$ cat src/rtl/pcas_pkg.sv
`timescale 1ns/1ps
package pcas_pkg;
  typedef enum logic {KIND_RD = 1'b0, KIND_WR = 1'b1} kind_e;

  function automatic int max2(input int a, input int b);
    return (a > b) ? a : b;
  endfunction
endpackage

$ cat src/rtl/pcas_lat_cfg.sv
`timescale 1ns/1ps
module pcas_lat_cfg #(
  parameter int LAT_W  = 3,
  parameter int IDX_W  = 4,
  parameter int AL_MAX = 4,
  parameter int CL_MIN = 3,
  parameter int CL_MAX = 5
) (
  input  logic             clk,
  input  logic             rst,
  input  logic             we,
  input  logic [LAT_W-1:0] al_in,
  input  logic [LAT_W-1:0] cl_in,
  input  logic             busy_any,
  output logic [IDX_W-1:0] rd_lat,
  output logic [IDX_W-1:0] wr_lat
);
  logic [LAT_W-1:0] al_q, cl_q;
  logic             in_range, take;

  assign in_range = (al_in <= LAT_W'(AL_MAX)) &&
                    (cl_in >= LAT_W'(CL_MIN)) && (cl_in <= LAT_W'(CL_MAX));
  assign take = we && !busy_any && in_range;

  always_ff @(posedge clk) begin
    if (rst) begin
      al_q <= '0;
      cl_q <= LAT_W'(CL_MIN);
    end else if (take) begin
      al_q <= al_in;
      cl_q <= cl_in;
    end
  end

  assign rd_lat = IDX_W'(al_q) + IDX_W'(cl_q);
  assign wr_lat = rd_lat - 1'b1;
endmodule

$ cat src/rtl/pcas_clash.sv
`timescale 1ns/1ps
module pcas_clash #(
  parameter int DEPTH = 11,
  parameter int IDX_W = 4
) (
  input  logic [DEPTH-1:0] booked,
  input  logic [IDX_W-1:0] first,
  output logic             clash
);
  logic [DEPTH-1:0] hit;

  for (genvar i = 0; i < DEPTH; i++) begin : g_probe
    assign hit[i] = booked[i] &&
                    ((IDX_W'(i) == first) || (IDX_W'(i) == first + 1'b1));
  end

  assign clash = |hit;
endmodule

$ cat src/rtl/pcas_timeline.sv
`timescale 1ns/1ps
module pcas_timeline #(
  parameter int DEPTH = 11,
  parameter int TAG_W = 4,
  parameter int IDX_W = 4
) (
  input  logic             clk,
  input  logic             rst,
  input  logic             ins_en,
  input  logic             ins_wr,
  input  logic [TAG_W-1:0] ins_tag,
  input  logic [IDX_W-1:0] ins_first,
  output logic [DEPTH-1:0] booked,
  output logic             head_busy,
  output logic             head_wr,
  output logic             head_strb,
  output logic [TAG_W-1:0] head_tag,
  output logic             any_pending
);
  logic [DEPTH-1:0] busy_q, wr_q, strb_q;
  logic [DEPTH-1:0] busy_d, wr_d, strb_d;
  logic [TAG_W-1:0] tag_q [DEPTH];
  logic [TAG_W-1:0] tag_d [DEPTH];

  for (genvar i = 0; i < DEPTH; i++) begin : g_slot
    logic             nb, nw, ns;
    logic [TAG_W-1:0] nt;
    logic             hit_data, hit_pre;

    if (i < DEPTH - 1) begin : g_shift
      assign nb = busy_q[i+1];
      assign nw = wr_q[i+1];
      assign ns = strb_q[i+1];
      assign nt = tag_q[i+1];
    end else begin : g_tail
      assign nb = 1'b0;
      assign nw = 1'b0;
      assign ns = 1'b0;
      assign nt = '0;
    end

    // slot i after this edge stands for index i+1 of the current cycle
    assign hit_data = ins_en && ((IDX_W'(i + 1) == ins_first) ||
                                 (IDX_W'(i + 1) == ins_first + 1'b1));
    assign hit_pre  = ins_en && ins_wr && (IDX_W'(i + 2) == ins_first);

    assign busy_d[i] = nb | hit_data;
    assign wr_d[i]   = hit_data ? ins_wr : nw;
    assign strb_d[i] = ns | hit_pre | (hit_data & ins_wr);
    assign tag_d[i]  = hit_data ? ins_tag : nt;
  end

  always_ff @(posedge clk) begin
    if (rst) begin
      busy_q <= '0;
      wr_q   <= '0;
      strb_q <= '0;
      tag_q  <= '{default: '0};
    end else begin
      busy_q <= busy_d;
      wr_q   <= wr_d;
      strb_q <= strb_d;
      tag_q  <= tag_d;
    end
  end

  assign booked      = busy_q;
  assign head_busy   = busy_q[0];
  assign head_wr     = wr_q[0];
  assign head_strb   = strb_q[0];
  assign head_tag    = tag_q[0];
  assign any_pending = (|busy_q) | (|strb_q);
endmodule

$ cat src/rtl/pcas_sched.sv
`timescale 1ns/1ps
module pcas_sched #(
  parameter int TAG_W  = 4,
  parameter int AL_MAX = 4,
  parameter int CL_MIN = 3,
  parameter int CL_MAX = 5,
  localparam int LAT_W = $clog2(pcas_pkg::max2(AL_MAX, CL_MAX) + 1),
  localparam int RL_MAX = AL_MAX + CL_MAX,
  localparam int DEPTH = RL_MAX + 2,
  localparam int IDX_W = $clog2(DEPTH + 2)
) (
  input  logic             clk,
  input  logic             rst,
  input  logic             cfg_we,
  input  logic [LAT_W-1:0] cfg_add_lat,
  input  logic [LAT_W-1:0] cfg_cas_lat,
  input  logic             cmd_valid,
  output logic             cmd_ready,
  input  logic             cmd_is_wr,
  input  logic [TAG_W-1:0] cmd_tag,
  output logic             cmd_collide,
  output logic             rd_capture,
  output logic             wr_drive,
  output logic             dqs_oe,
  output logic [TAG_W-1:0] data_tag
);
  import pcas_pkg::*;

  logic [IDX_W-1:0] rd_lat, wr_lat, first;
  logic [DEPTH-1:0] booked;
  logic             clash, accept, pending;
  logic             head_busy, head_wr, head_strb;
  logic [TAG_W-1:0] head_tag;
  kind_e            kind;

  pcas_lat_cfg #(
    .LAT_W(LAT_W), .IDX_W(IDX_W),
    .AL_MAX(AL_MAX), .CL_MIN(CL_MIN), .CL_MAX(CL_MAX)
  ) u_lat (
    .clk(clk), .rst(rst), .we(cfg_we),
    .al_in(cfg_add_lat), .cl_in(cfg_cas_lat),
    .busy_any(pending), .rd_lat(rd_lat), .wr_lat(wr_lat)
  );

  assign kind  = kind_e'(cmd_is_wr);
  assign first = (kind == KIND_WR) ? wr_lat : rd_lat;

  pcas_clash #(.DEPTH(DEPTH), .IDX_W(IDX_W)) u_clash (
    .booked(booked), .first(first), .clash(clash)
  );

  assign cmd_ready   = !rst && !clash;
  assign cmd_collide = !rst && cmd_valid && clash;
  assign accept      = cmd_valid && cmd_ready;

  pcas_timeline #(.DEPTH(DEPTH), .TAG_W(TAG_W), .IDX_W(IDX_W)) u_line (
    .clk(clk), .rst(rst),
    .ins_en(accept), .ins_wr(kind == KIND_WR), .ins_tag(cmd_tag),
    .ins_first(first), .booked(booked),
    .head_busy(head_busy), .head_wr(head_wr), .head_strb(head_strb),
    .head_tag(head_tag), .any_pending(pending)
  );

  assign rd_capture = head_busy && !head_wr;
  assign wr_drive   = head_busy && head_wr;
  assign dqs_oe     = head_strb;
  assign data_tag   = head_busy ? head_tag : '0;
endmodule

$ cat config.mk
export PLATFORM = sky130hd
export DESIGN_NAME = pcas_sched
export DESIGN_NICKNAME = d
export VERILOG_FILES = /design/src/rtl/pcas_pkg.sv /design/src/rtl/pcas_lat_cfg.sv /design/src/rtl/pcas_clash.sv /design/src/rtl/pcas_timeline.sv /design/src/rtl/pcas_sched.sv
export SDC_FILE = /design/constraint.sdc
export NUM_CORES = 1
export LEC_CHECK = 0
export BUFFER_PORTS_ARGS = -buffer_cell sky130_fd_sc_hd__buf_2
export CAP_MARGIN = 5
export CORE_UTILIZATION = 35
export CTS_BUF_LIST = sky130_fd_sc_hd__clkbuf_16
export DETAILED_ROUTE_END_ITERATION = 7
export GPL_TIMING_DRIVEN = 0
export PLACE_DENSITY = 0.6
export SYNTH_ARGS = -nofsm -noshare
export SYNTH_HDL_FRONTEND = slang
export SYNTH_SLANG_ARGS = --single-unit
export TNS_END_PERCENT = 10
$ cat constraint.sdc
create_clock -name clk -period 7.35 [get_ports clk]
set_clock_uncertainty 0.05 [all_clocks]
set_input_delay 0.3675 -clock clk [delete_from_list [all_inputs] [get_ports clk]]
set_output_delay 0.3675 -clock clk [all_outputs]
set_load 0.1 [all_outputs]
==> key figures <==
Layout
  – Final nets: around 460
  – Area Growth Syn to Fin: 16.1%
  – Fin cells: 583
  – N_diodes: 0
  – Share of layout cells above drive strength 1: 0.152

Place
  – PortBufs: 22
  – Inst Count DP: 567
  – Final RePlAce weighted congestion: ~0.92
  – HPWL Detailed: roughly 7200 um

Critical path
  – CP endpoint kind: primary output
  – Worst Setup Path Type: reg -> out
  – Launch point of the worst reg-to-reg path: u_lat.cl_q[0]
  – Crit path DAT: between 4000 and 5000 ps
  – CP Launch Point: u_lat.cl_q[0]
  – Critical-path maximum fanout: 10
  – CP required: a little under 7000 ps
  – Worst R2R Setup Slack: approximately 2700 ps
  – Type of origin of the critical path: flip-flop

Pwr
  – Logic pwr share: 0.279
  – P_leak: 1.77 nW
  – Internal: between 0.8 and 0.9 mW
  – Switching share of total power: 0.355
  – Psw: between 0.4 and 0.5 mW
  – Share of power burned in registers: 0.375
  – Power per cell area: about 310 nW/um^2
  – Maximum VDD drop: around 0.00012 V
  – Clk network pwr share: 0.346

Yosys
  – Syn Area/Cell: around 9.1 sq um
  – Post-synth EDFFs: 0
  – Synth area leader: dfxtp_1
  – Gate Count Post-Synth: ~400
  – Synthesized area: 3700 sq um
  – Primary FF master, synth: dfxtp_1
  – Post-synth cell types: 61
  – #FFs+latches synth: a little over 80
  – Seq/Total Area, Yosys: 0.449
  – Warnings, synthesis: 0
  – Post-synth ARST share: 0
  – Synth top area cells: dfxtp_1 (45%), mux2i_1 (10%), nor2_1 (6.3%)
  – Post-Syn Nets: between 400 and 500
  – Synth top area share: 0.449

Global routing
  – Total grt overflow: 0
  – First-pass GRT wire length: approximately 16,000 um
  – Vias in the first global route: about 3,000
  – Total GRT Usage: 0.191
  – Pin count of the biggest net entering global routing: 17
  – Antenna violations before repair: 0

Routing
  – DR vias: around 3,200
  – ANT nets after route: 0
  – DRC Markers: 0
  – Routed wire per std cell: around 17 um
  – DR vias/cell: about 5.4
  – Routed wire length: ~9800 um
  – First-pass iteration count of the detailed router: 4
  – Initial drt markers: about 180

Hold path
  – Worst min-delay path category: in -> reg
  – Min-delay src: cfg_cas_lat[0]

Floorplanning
  – Ports: 24
  – Site row count: 37
  – Die ar.: 11,000 sq um
  – Core ar.: roughly 10,000 sq um
  – Die Ht: 105 um
  – Chip width: ~100 um
  – Starting density of the core: 0.360

CTS
  – CTS tree: built
  – Resized cells post-CTS: 0
  – Cts hold-fix bufs: 0
  – Clock Latency Late Sink: ~340 ps
  – H-tree depth: 3
  – Setup bufs post-CTS: 0
  – Number of CTS-inserted buffers: 9
  – Clk root buf: clkbuf_16
  – Clock sinks: slightly above 80
  – CTS max path bufs: 2
  – Clock-pin slew on the worst setup and hold paths: approximately 60 ps

Run
  – # Max-Cap Violations: 0

Run status
  – Status: finished, final reports clean

Timing
  – RSZ-0062 raised after global routing: false
  – Setup TNS: 0 ps
  – Setup violators final: 0
  – Slew @ Worst Pin: roughly 1200 ps
  – Final worst-path cycle share: 0.729
  – Slew Viols, Final: 0
  – Relative slew slack: 0.211
  – Tmin final: between 5000 and 6000 ps
  – Fmax: about 190 MHz
  – Hold Fails Final Rpt: 0
sequential cells by signal, indices dropped and copies added (netlist names):
| register | flops |
|---|---|
| u_line.head_tag | 4 |
| u_lat.al_q | 3 |
| u_line.g_slot.nt | 40 |
| u_lat.cl_q | 3 |
| u_line.strb_q | 11 |
| u_line.booked | 11 |
| u_line.wr_q | 11 |
area by class of cell:
cell class | instances | area (sq um)
clock buffer | 9 | 225
fill | 1054 | 5980
sequential | 83 | 1660
timing repair buffer | 23 | 115
clock inverter | 7 | 83.8
multi-input combinational | 285 | 1880
tap | 136 | 170
inverter | 18 | 67.6
buffer | 22 | 90.1
placed cells by master, fill, tap and decap left out, types with 2 or more instances in the layout:
master,instances
nor4_1,7
a21oi_1,16
nand4_1,2
clkbuf_1,14
nor4b_1,2
nand3b_1,2
o21a_1,2
a41o_1,3
mux2_2,2
inv_6,2
nor2_1,62
a211o_1,2
o32ai_1,4
and2_1,7
xnor2_1,4
and3_1,4
or4_1,2
dfxtp_1,83
buf_1,2
a211oi_1,2
a32oi_1,2
a22oi_1,2
buf_2,29
o21ai_0,12
o2bb2ai_1,3
nand3_1,12
nand2_1,28
ha_1,4
clkbuf_16,9
a31oi_1,2
mux2i_1,37
inv_1,18
nor2b_1,4
a31o_2,13
clkinv_4,2
nor3_1,15
critical path, cell delays in order, from the launching register on:
cell and delay [ps]:
dfxtp_1 320, ha_1 290, buf_2 210, buf_1 380
inv_1 180, ha_1 380, buf_1 410, inv_1 150
a31oi_1 190, a22oi_1 130, o311a_1 450, nor4_4 570
buf_2 360, and2_1 150, buf_2 420
cell families after synthesis:
group           count (synthesis)  share of synthesized area
mux                            39                      0.106
simple gates                  156                      0.205
compound gates                 80                      0.166
flops                          83                      0.449
xor+xnor                        5                     0.0118
fa+ha+maj                       5                     0.0189
buf+inv                        40                     0.0426
cells in the mapped netlist, drive strengths merged (2+ instances only):
| library cell | number |
|---|---|
| dfxtp | 83 |
| nor2 | 63 |
| mux2i | 37 |
| nand2 | 28 |
| inv | 18 |
| a21oi | 16 |
| nor3 | 16 |
| clkbuf | 14 |
| a31o | 13 |
| nand3 | 12 |
| o21ai | 12 |
| nor4 | 9 |
| buf | 8 |
| and2 | 7 |
| o32ai | 5 |
| and3 | 4 |
| ha | 4 |
| nor2b | 4 |
| xnor2 | 4 |
| a211oi | 3 |
| a41o | 3 |
| o2bb2ai | 3 |
| a2111oi | 2 |
| a211o | 2 |
| a22oi | 2 |
| a31oi | 2 |
| a32oi | 2 |
| mux2 | 2 |
| nand3b | 2 |
| nand4 | 2 |
| nor4b | 2 |
| o21a | 2 |
| or4 | 2 |
metrics by stage:
stage | setup WS (ps) | utilization | area, sq um | power (mW) | hold WS [ps]
after global placement | 2440 | 0.388 | 3980 | 0.875 | 388
after CTS | 2040 | 0.418 | 4300 | 1.34 | 219
final | 1990 | 0.418 | 4300 | 1.34 | 217
after global routing | 1630 | 0.418 | 4300 | 1.40 | 226
after detailed placement | 2420 | 0.388 | 3990 | 0.881 | 394
after floorplan | 2680 | - | 3700 | 0.784 | 378
power groups by stage:
| stage | Clock, mW | Combinational [mW] | Sequential (mW) |
|---|---|---|---|
| 2_1_floorplan | 0 | 0.266 | 0.518 |
| 3_3_place_gp | 0 | 0.362 | 0.513 |
| 3_5_place_dp | 0 | 0.367 | 0.514 |
| 4_1_cts | 0.472 | 0.369 | 0.504 |
| 5_1_grt | 0.488 | 0.403 | 0.507 |
| 6_report | 0.464 | 0.374 | 0.503 |
path summary, 6_finish.rpt:
kind,depth (start not counted),end
max,14,cmd_ready
min,3,u_lat.cl_q[0]
max reg2reg,14,u_line.g_slot[9].nt[3]
min reg2reg,2,u_line.g_slot[3].nt[2]
per-layer routing:
layer  track usage  vias to the layer above  share of wire
li1              -                     1537              -
met1         0.245                     1502           0.44
met2         0.309                      102           0.48
met3        0.0318                       18          0.055
met4        0.0926                        0          0.024
met5             0                        -              0
Note: power is estimated with default switching activity, not from simulation.
